<file path="src/rtl/sprog_pkg.sv">
package sprog_pkg;
   localparam int ADDR_W = 3;

   typedef enum logic [1:0] {
      ST_HUNT  = 2'd0,
      ST_START = 2'd1,
      ST_BITS  = 2'd2,
      ST_STOP  = 2'd3
   } ld_state_e;

   // addresses 101 and 111 have no register behind them
   function automatic logic addr_decoded(input logic [ADDR_W-1:0] a);
      return !((a == 3'b101) || (a == 3'b111));
   endfunction
endpackage

</file>
<file path="src/rtl/sprog_pin_sync.sv">
module sprog_pin_sync #(
   parameter int STAGES = 2,
   parameter int NPINS  = 2
) (
   input  logic             clk,
   input  logic             rst_n,
   input  logic [NPINS-1:0] pin_i,
   output logic [NPINS-1:0] lvl_o,
   output logic [NPINS-1:0] rise_o,
   output logic [NPINS-1:0] fall_o
);
   if (STAGES < 2) begin : g_bad_stages
      $error("sprog_pin_sync: STAGES must be at least 2");
   end

   for (genvar p = 0; p < NPINS; p++) begin : g_pin
      logic [STAGES-1:0] chain;
      logic              prev;
      always_ff @(posedge clk or negedge rst_n) begin
         if (!rst_n) begin
            chain <= '0;
            prev  <= 1'b0;
         end else begin
            chain <= {chain[STAGES-2:0], pin_i[p]};
            prev  <= chain[STAGES-1];
         end
      end
      assign lvl_o[p]  = chain[STAGES-1];
      assign rise_o[p] = chain[STAGES-1] & ~prev;
      assign fall_o[p] = ~chain[STAGES-1] & prev;
   end
endmodule

</file>
<file path="src/rtl/sprog_watchdog.sv">
module sprog_watchdog #(
   parameter int LIMIT = 250000
) (
   input  logic clk,
   input  logic rst_n,
   input  logic kick,
   output logic expire
);
   localparam int CW = $clog2(LIMIT + 1);
   localparam logic [CW-1:0] CNT_LAST = CW'(LIMIT - 1);

   if (LIMIT < 2) begin : g_bad_limit
      $error("sprog_watchdog: LIMIT must be at least 2");
   end

   logic [CW-1:0] cnt;
   logic          armed;

   always_ff @(posedge clk or negedge rst_n) begin
      if (!rst_n) begin
         cnt    <= '0;
         armed  <= 1'b0;
         expire <= 1'b0;
      end else begin
         expire <= 1'b0;
         if (kick) begin
            cnt   <= '0;
            armed <= 1'b1;
         end else if (armed) begin
            if (cnt == CNT_LAST) begin
               expire <= 1'b1;
               armed  <= 1'b0;
            end else begin
               cnt <= cnt + 1'b1;
            end
         end
      end
   end
endmodule

</file>
<file path="src/rtl/sprog_frame.sv">
module sprog_frame
   import sprog_pkg::*;
#(
   parameter int DATA_W     = 21,
   parameter int UNLOCK_MIN = 5
) (
   input  logic                     clk,
   input  logic                     rst_n,
   input  logic                     abort,
   input  logic                     sck_rise,
   input  logic                     sck_fall,
   input  logic                     sdi,
   output logic                     unlock_ok,
   output logic                     err_set,
   output logic                     load,
   output logic [DATA_W+ADDR_W-1:0] word
);
   localparam int WORD_W = DATA_W + ADDR_W;
   localparam int BCW    = $clog2(WORD_W);
   localparam int HCW    = $clog2(UNLOCK_MIN + 1);
   localparam logic [BCW-1:0] BIT_LAST = BCW'(WORD_W - 1);
   localparam logic [HCW-1:0] HUNT_MAX = HCW'(UNLOCK_MIN);

   if (UNLOCK_MIN < 1) begin : g_bad_unlock
      $error("sprog_frame: UNLOCK_MIN must be at least 1");
   end

   ld_state_e          st;
   logic [HCW-1:0]     hcnt;
   logic [BCW-1:0]     bcnt;
   logic               fall_val;
   logic [WORD_W-1:0]  sr;
   logic               act;
   logic               bit_ok;

   assign act    = sck_rise & ~abort;
   assign bit_ok = fall_val ^ sdi;

   always_comb begin
      unlock_ok = 1'b0;
      err_set   = 1'b0;
      load      = 1'b0;
      if (act) begin
         unique case (st)
            ST_HUNT:  unlock_ok = ~sdi & (hcnt >= HUNT_MAX);
            ST_START: err_set   = ~(fall_val & ~sdi);
            ST_BITS:  err_set   = ~bit_ok;
            ST_STOP: begin
               load    = fall_val & sdi;
               err_set = ~(fall_val & sdi);
            end
            default: ;
         endcase
      end
   end

   always_ff @(posedge clk or negedge rst_n) begin
      if (!rst_n) begin
         st       <= ST_HUNT;
         hcnt     <= '0;
         bcnt     <= '0;
         fall_val <= 1'b0;
         sr       <= '0;
      end else if (abort) begin
         st   <= ST_HUNT;
         hcnt <= '0;
         bcnt <= '0;
      end else begin
         if (sck_fall) fall_val <= sdi;
         if (sck_rise) begin
            unique case (st)
               ST_HUNT: begin
                  if (sdi) begin
                     if (hcnt != HUNT_MAX) hcnt <= hcnt + 1'b1;
                  end else begin
                     if (hcnt >= HUNT_MAX) st <= ST_START;
                     hcnt <= '0;
                  end
               end
               ST_START: begin
                  bcnt <= '0;
                  st   <= (fall_val & ~sdi) ? ST_BITS : ST_HUNT;
               end
               ST_BITS: begin
                  if (!bit_ok) begin
                     st <= ST_HUNT;
                  end else begin
                     sr   <= {sdi, sr[WORD_W-1:1]};
                     bcnt <= bcnt + 1'b1;
                     if (bcnt == BIT_LAST) st <= ST_STOP;
                  end
               end
               ST_STOP: st <= ST_HUNT;
               default: st <= ST_HUNT;
            endcase
         end
      end
   end

   assign word = sr;
endmodule

</file>
<file path="src/rtl/sprog_loader.sv">
module sprog_loader
   import sprog_pkg::*;
#(
   parameter int DATA_W      = 21,
   parameter int UNLOCK_MIN  = 5,
   parameter int WDOG_CYC    = 250000,
   parameter int SYNC_STAGES = 2
) (
   input  logic              clk,
   input  logic              rst_n,
   input  logic              pin_sck,
   input  logic              pin_sdi,
   input  logic              pwr_dn_n,
   output logic              wr_stb,
   output logic [ADDR_W-1:0] wr_addr,
   output logic [DATA_W-1:0] wr_data,
   output logic              err_n
);
   localparam int WORD_W = DATA_W + ADDR_W;

   if (DATA_W < 1) begin : g_bad_data
      $error("sprog_loader: DATA_W must be at least 1");
   end

   logic [1:0]        lvl, rise, fall;
   logic              kick, expire, abort;
   logic              unlock_ok, err_set, load;
   logic [WORD_W-1:0] word;
   logic              addr_good;

   sprog_pin_sync #(.STAGES(SYNC_STAGES), .NPINS(2)) u_sync (
      .clk    (clk),
      .rst_n  (rst_n),
      .pin_i  ({pin_sdi, pin_sck}),
      .lvl_o  (lvl),
      .rise_o (rise),
      .fall_o (fall)
   );

   assign kick = |(rise | fall);

   sprog_watchdog #(.LIMIT(WDOG_CYC)) u_wdog (
      .clk    (clk),
      .rst_n  (rst_n),
      .kick   (kick),
      .expire (expire)
   );

   assign abort = expire | ~pwr_dn_n;

   sprog_frame #(.DATA_W(DATA_W), .UNLOCK_MIN(UNLOCK_MIN)) u_frame (
      .clk       (clk),
      .rst_n     (rst_n),
      .abort     (abort),
      .sck_rise  (rise[0]),
      .sck_fall  (fall[0]),
      .sdi       (lvl[1]),
      .unlock_ok (unlock_ok),
      .err_set   (err_set),
      .load      (load),
      .word      (word)
   );

   assign addr_good = addr_decoded(word[WORD_W-1:DATA_W]);

   always_ff @(posedge clk or negedge rst_n) begin
      if (!rst_n) begin
         wr_stb  <= 1'b0;
         wr_addr <= '0;
         wr_data <= '0;
         err_n   <= 1'b1;
      end else begin
         wr_stb <= load & addr_good;
         if (load && addr_good) begin
            wr_addr <= word[WORD_W-1:DATA_W];
            wr_data <= word[DATA_W-1:0];
         end
         if (err_set || (load && !addr_good)) err_n <= 1'b0;
         else if (unlock_ok)                  err_n <= 1'b1;
      end
   end
endmodule

</file>
<file path="config.mk">
export PLATFORM = sky130hd
export DESIGN_NAME = sprog_loader
export DESIGN_NICKNAME = d
export VERILOG_FILES = /design/src/rtl/sprog_pkg.sv /design/src/rtl/sprog_pin_sync.sv /design/src/rtl/sprog_watchdog.sv /design/src/rtl/sprog_frame.sv /design/src/rtl/sprog_loader.sv
export SDC_FILE = /design/constraint.sdc
export NUM_CORES = 1
export LEC_CHECK = 0
export ABC_AREA = 1
export BUFFER_PORTS_ARGS = -buffer_cell sky130_fd_sc_hd__buf_2
export CORE_MARGIN = 3
export CORE_UTILIZATION = 43
export DETAILED_ROUTE_END_ITERATION = 8
export GPL_ROUTABILITY_DRIVEN = 0
export SLEW_MARGIN = 20
export SYNTH_ARGS = -nofsm -noshare
export SYNTH_HDL_FRONTEND = slang
export SYNTH_SLANG_ARGS = --single-unit
</file>
<file path="constraint.sdc">
create_clock -name clk -period 1.5 [get_ports clk]
set_input_delay 0.225 -clock clk [delete_from_list [all_inputs] [get_ports clk]]
set_output_delay 0.225 -clock clk [all_outputs]
set_load 0.02 [all_outputs]
</file>
==> metrics.cfg, run 1 <==
[outcome]
status=finished, violations left
violations=negative setup slack

[logic_synthesis]
synthAdderAreaFrac=0.0245
synthTopCellsByArea=dfrtp_1 (53%), nand2_1 (14%), o21ai_0 (5.3%)
yosysTopAreaCell=dfrtp_1
synth_top_family_by_area=simple AND/OR/NAND/NOR gates
synth_cells=485
synth_edf_count=0
async_flop_share=1.00
syn_area_per_cell_sq_um=8.41
synthMuxAreaShare=0.00368
synth_compound_area_frac=0.0883
synth_warnings=0
ys_ff_latch=87
mappedNetlistArea_sq_um=4080
synth.distinct_cells=35
synth-seq-area-share=0.534
yosys.area_share.xor_xnor=0.0150
synth-simple-area-share=0.268
synth_top_area_frac=0.528
synth_fp_nets=498
synthFlopType=dfrtp_1

[power_and_ir_drop]
p_per_area_nw_per_um2=974
power.total_mw=5.13
p_leak_nw=2.69
ir_worst_vdd_mv=0.721

[clocking]
clkSlewWorstSetupHoldPaths_ps=90
clk_latency_ps=350
clockBufferDepth=2
htree_levels=3
cts_num_sinks=87
numCtsBuffers=9
cts_root_buf=clkbuf_8
tritoncts=yes

[sta]
slew-limit-headroom=0.695
hold_viol=0
period_needed_ps=1600
whs_ps=356
clock_skew_ps=9.29
slew_viol_final=0
tightest_slew_ps=457
rsz0062_at_grt=true
fin_ws_ps=-104
finalSetupViolCount=34
period_share=1.07
timing.fmax_ghz=0.623

[finish]
finalNonFillerCells=688
layout_commonest_cell=nand2_1
mostFrequentLayoutCells=nand2_1 (120), dfrtp_1 (86), nor2_1 (45), inv_1 (40)
diodes=0
drive_gt1_frac=0.297
nets=570
post-route-util=0.587
syn_to_final_growth_pct=29.1

[routing]
wire_per_inst_microns=12.5
vias_per_cell=4.75
drt_iter0_drc=142
first_pass_iters=4
vias=3271
routed_wl_microns=8590
drc=0
ant_nets=0

[setup_path]
setup.worst_path.end_class=register
cp.required_ps=1740
cp_max_fo=8
crit_chain=buf_4, ha_4, inv_4, nor2_4, nand4_2, inv_2, nand2_8, clkbuf_16, nand2_4, o21ai_2
cpPeakStageDelay_ps=380
worstSetupPathType=reg2reg
crit_family=buffers and inverters
cpMaxStageDelayCell=dfrtp_1
cp-start-kind=register
cp.buffers_inverters=4
arrival_ps=1840

[global_route]
overflow=0
grt_start_max_net_pins=88
grt_usage=0.155
antenna_found_initial=0
grt_pass1_vias=2976
grt_first_pass_wirelength_microns=13400

[floorplan]
die_area_sq_um=10700
coreArea_sq_um=8980
die_y_microns=103
rows=34
initial_core_util=0.454
io_pins=31
die_w_microns=103

[place]
dpl_worst_slack_ps=-142
io_buffers=30
hpwl_microns=5430
placedCellCount=659

[hold_path]
hp-class=reg2reg

[run]
cap_violations=0

## sequential cells by signal, indices dropped and copies added (netlist names), 2 cells and up
register,count
u_sync.g_pin.prev,2
u_frame.hcnt,3
u_frame.word,24
u_frame.st,2
u_sync.g_pin.chain,4
wr_addr,3
u_frame.bcnt,5
u_wdog.cnt,18
wr_data,21
## cells by family after synthesis
family,Yosys count
DFF,87
buffers and inverters,59
and+or+nand+nor,256
AOI/OAI and AO/OA,67
muxes,1
adders and majority gates,8
xor gates and xnor gates,7
## report_power, final
group	internal (mW)	switching [mW]	leakage, nW
clock network	0.994	0.871	0.117
logic	0.238	0.380	1.44
registers	2.53	0.122	1.13
total	3.76	1.37	2.69
## repair_timing
item / CTS / global route
cloned: 1 / 4
pin swaps: 6 / 17
buffers inserted: 2 / 4
endpoints found under the setup margin: 67 / 71
hold buffers: 3 / 0
endpoints found under the hold margin: 88 / 0
resized for setup: 20 / 82
## through the flow
stage	TNS, ps	area [sq um]
global route	-6900	5270
floorplan	0	4080
global placement	-599	4570
detailed placement	-2970	4570
finish	-1440	5270
CTS	-669	4910
## metal layers
layer  GRT usage  part of all wire  up-vias
li1            -                 -     1688
met1       0.216              0.48     1533
met2       0.249              0.49       48
met3      0.0262             0.025        2
met4      0.0478            0.0029        0
met5           0                 0        -
## final timing paths
path                                           from                       end  slack [ps]  depth (start not counted)
min reg2reg                u_sync.g_pin[0].chain[0]  u_sync.g_pin[0].chain[1]         360                          0
min                        u_sync.g_pin[0].chain[0]  u_sync.g_pin[0].chain[1]         360                          0
max in group asynchronous                     rst_n            u_wdog.cnt[10]         700                          3
max                        u_sync.g_pin[0].chain[1]               wr_data[16]        -100                         10
max reg2reg                u_sync.g_pin[0].chain[1]               wr_data[16]        -100                         10
min in group asynchronous                     rst_n          u_frame.word[22]         450                          3
## cells in the mapped netlist, drive strengths merged, types with 2 or more instances
master,n
dfrtp,86
a21oi,14
o21ai,50
clkbuf,2
buf,9
inv,46
ha,8
o22ai,2
clkinv,2
nand3,26
nand3b,2
nand2,160
nor2,54
or2,2
nand4,9
and2,2
xor2,7
## cell type report
cell class	instances	area [sq um]
Clock buffer	10	138
Clock inverter	6	91.3
Fill cell	785	3710
Inverter	48	189
Multi-Input combinational cell	339	1900
Sequential cell	87	2180
Tap cell	126	158
Timing Repair Buffer	72	613
No activity file was read; power rests on OpenSTA's default activity.
==> run 2: changes to the inputs <==
Settings changed: REMOVE_ABC_BUFFERS set to 1.
==> metrics.cfg, run 2 (synthesis gave the netlist of run 1 again) <==
[routing]
drt_iter0_drc=107
ant_nets=0
vias_per_cell=4.86
vias=3386
drc=0
first_pass_iters=4
wire_per_inst_microns=12.6
routed_wl_microns=8740

[global_route]
grt_first_pass_wirelength_microns=14300
grt_usage=0.169
grt_start_max_net_pins=28
overflow=0
antenna_found_initial=0
grt_pass1_vias=3113

[floorplan]
initial_core_util=0.454
io_pins=31
die_w_microns=103
die_y_microns=103
coreArea_sq_um=8980
rows=34
die_area_sq_um=10700

[clocking]
tritoncts=yes
numCtsBuffers=9
clk_latency_ps=370
cts_root_buf=clkbuf_8
clkSlewWorstSetupHoldPaths_ps=100
htree_levels=3
cts_num_sinks=87
clockBufferDepth=2

[setup_path]
arrival_ps=1890
worstSetupPathType=reg2reg
cp.required_ps=1800
cp-start-kind=register
crit_path_end=u_wdog.cnt[8]
r2r-end=u_wdog.cnt[8]
rr_worst_depth=11
crit_start=u_sync.g_pin[0].chain[1]
reg2reg_setup_slack_ps=-90
r2r-start=u_sync.g_pin[0].chain[1]
setup.worst_path.end_class=register
cp_max_fo=5

[finish]
nFillCells=753
diodes=0
post-route-util=0.605
seq_area_sq_um=2180
syn_to_final_growth_pct=33.0
final_area_sq_um=5430
mostFrequentLayoutCells=nand2_1 (128), dfrtp_1 (86), inv_1 (40), nor2_1 (34), buf_2 (29)
finalNonFillerCells=696
multiInputGateArea_sq_um=1940
nets=578
layout_commonest_cell=nand2_1
largest_reg_flops=24
drive_gt1_frac=0.325

[outcome]
status=finished, violations left
violations=negative setup slack

[sta]
rsz0062_at_grt=true
timing.fmax_ghz=0.631
fin_ws_ps=-85.9
hold_viol=0
slew-limit-headroom=0.756
period_needed_ps=1590
whs_ps=310
clock_skew_ps=10.5
setup_tns_ps=-1600
slew_viol_final=0
period_share=1.06
finalSetupViolCount=30
tightest_slew_ps=366

[power_and_ir_drop]
p_per_area_nw_per_um2=924
ir_worst_vdd_mv=0.366
power.total_mw=5.01
p_leak_nw=2.75

[place]
placedCellCount=662
place_area_sq_um=4580
hpwl_microns=5690
dpl_worst_slack_ps=-98.1
io_buffers=30

[hold_path]
hp-class=in2async

[run]
cap_violations=0

==> run 2: cell count changes in the layout (fill, tap and decap cells not counted), sizes merged <==
cell      before  now
bufbuf         0    1
clkinvlp       0    1
bufinv         2    0
inv           47   49
clkbuf        13   14
buf           66   71
==> run 2: worst min path at each step <==
stage | to | slack (ps) | cells after the start
final | wr_addr[0] | 310 | 2
after floorplan | u_frame.bcnt[0] | -70 | 0
after detailed placement | wr_addr[0] | 170 | 1
after global routing | u_frame.word[21] | 330 | 2
after CTS | wr_addr[2] | 310 | 2
after global placement | wr_addr[0] | 160 | 1
==> run 2: critical path: stages, from the launching register on <==
cell	delay [ps]
dfrtp_1	360
inv_1	50
ha_1	260
inv_1	40
nor2_2	80
nand2_2	80
nor2_2	130
nand2_2	80
nand2_4	160
clkbuf_16	180
nand2_1	60
o21ai_2	60
==> run 2: what timing repair did <==
action	in CTS	in global routing
buffers inserted	3	4
gates cloned	2	6
gates resized for setup	33	98
hold buffers	3	0
endpoints found under the hold margin	25	0
endpoints found under the setup margin	46	78
pin swaps	3	18
==> run 2: metal layers <==
metal / share of wire / global-route usage / routed length [microns]
met1: 0.47 / 0.219 / 4070
met2: 0.49 / 0.276 / 4270
met3: 0.031 / 0.0389 / 274
met4: 0.014 / 0.0588 / 126
met5: 0 / 0 / 0
==> run 2: where the power goes <==
part	switching (mW)	leakage (nW)	total [mW]	internal (mW)
clock	0.961	0.0981	1.62	0.656
combinational	0.424	1.52	0.719	0.295
sequential	0.149	1.13	2.68	2.53
==> run 2: cell type report <==
type,instances,area share
flip-flops and latches,87,0.401
multi-input cells,339,0.357
repair buffers,80,0.142
inverters,48,0.0344
well taps,126,0.0291
clock buffers,9,0.0228
clock inverters,7,0.0138
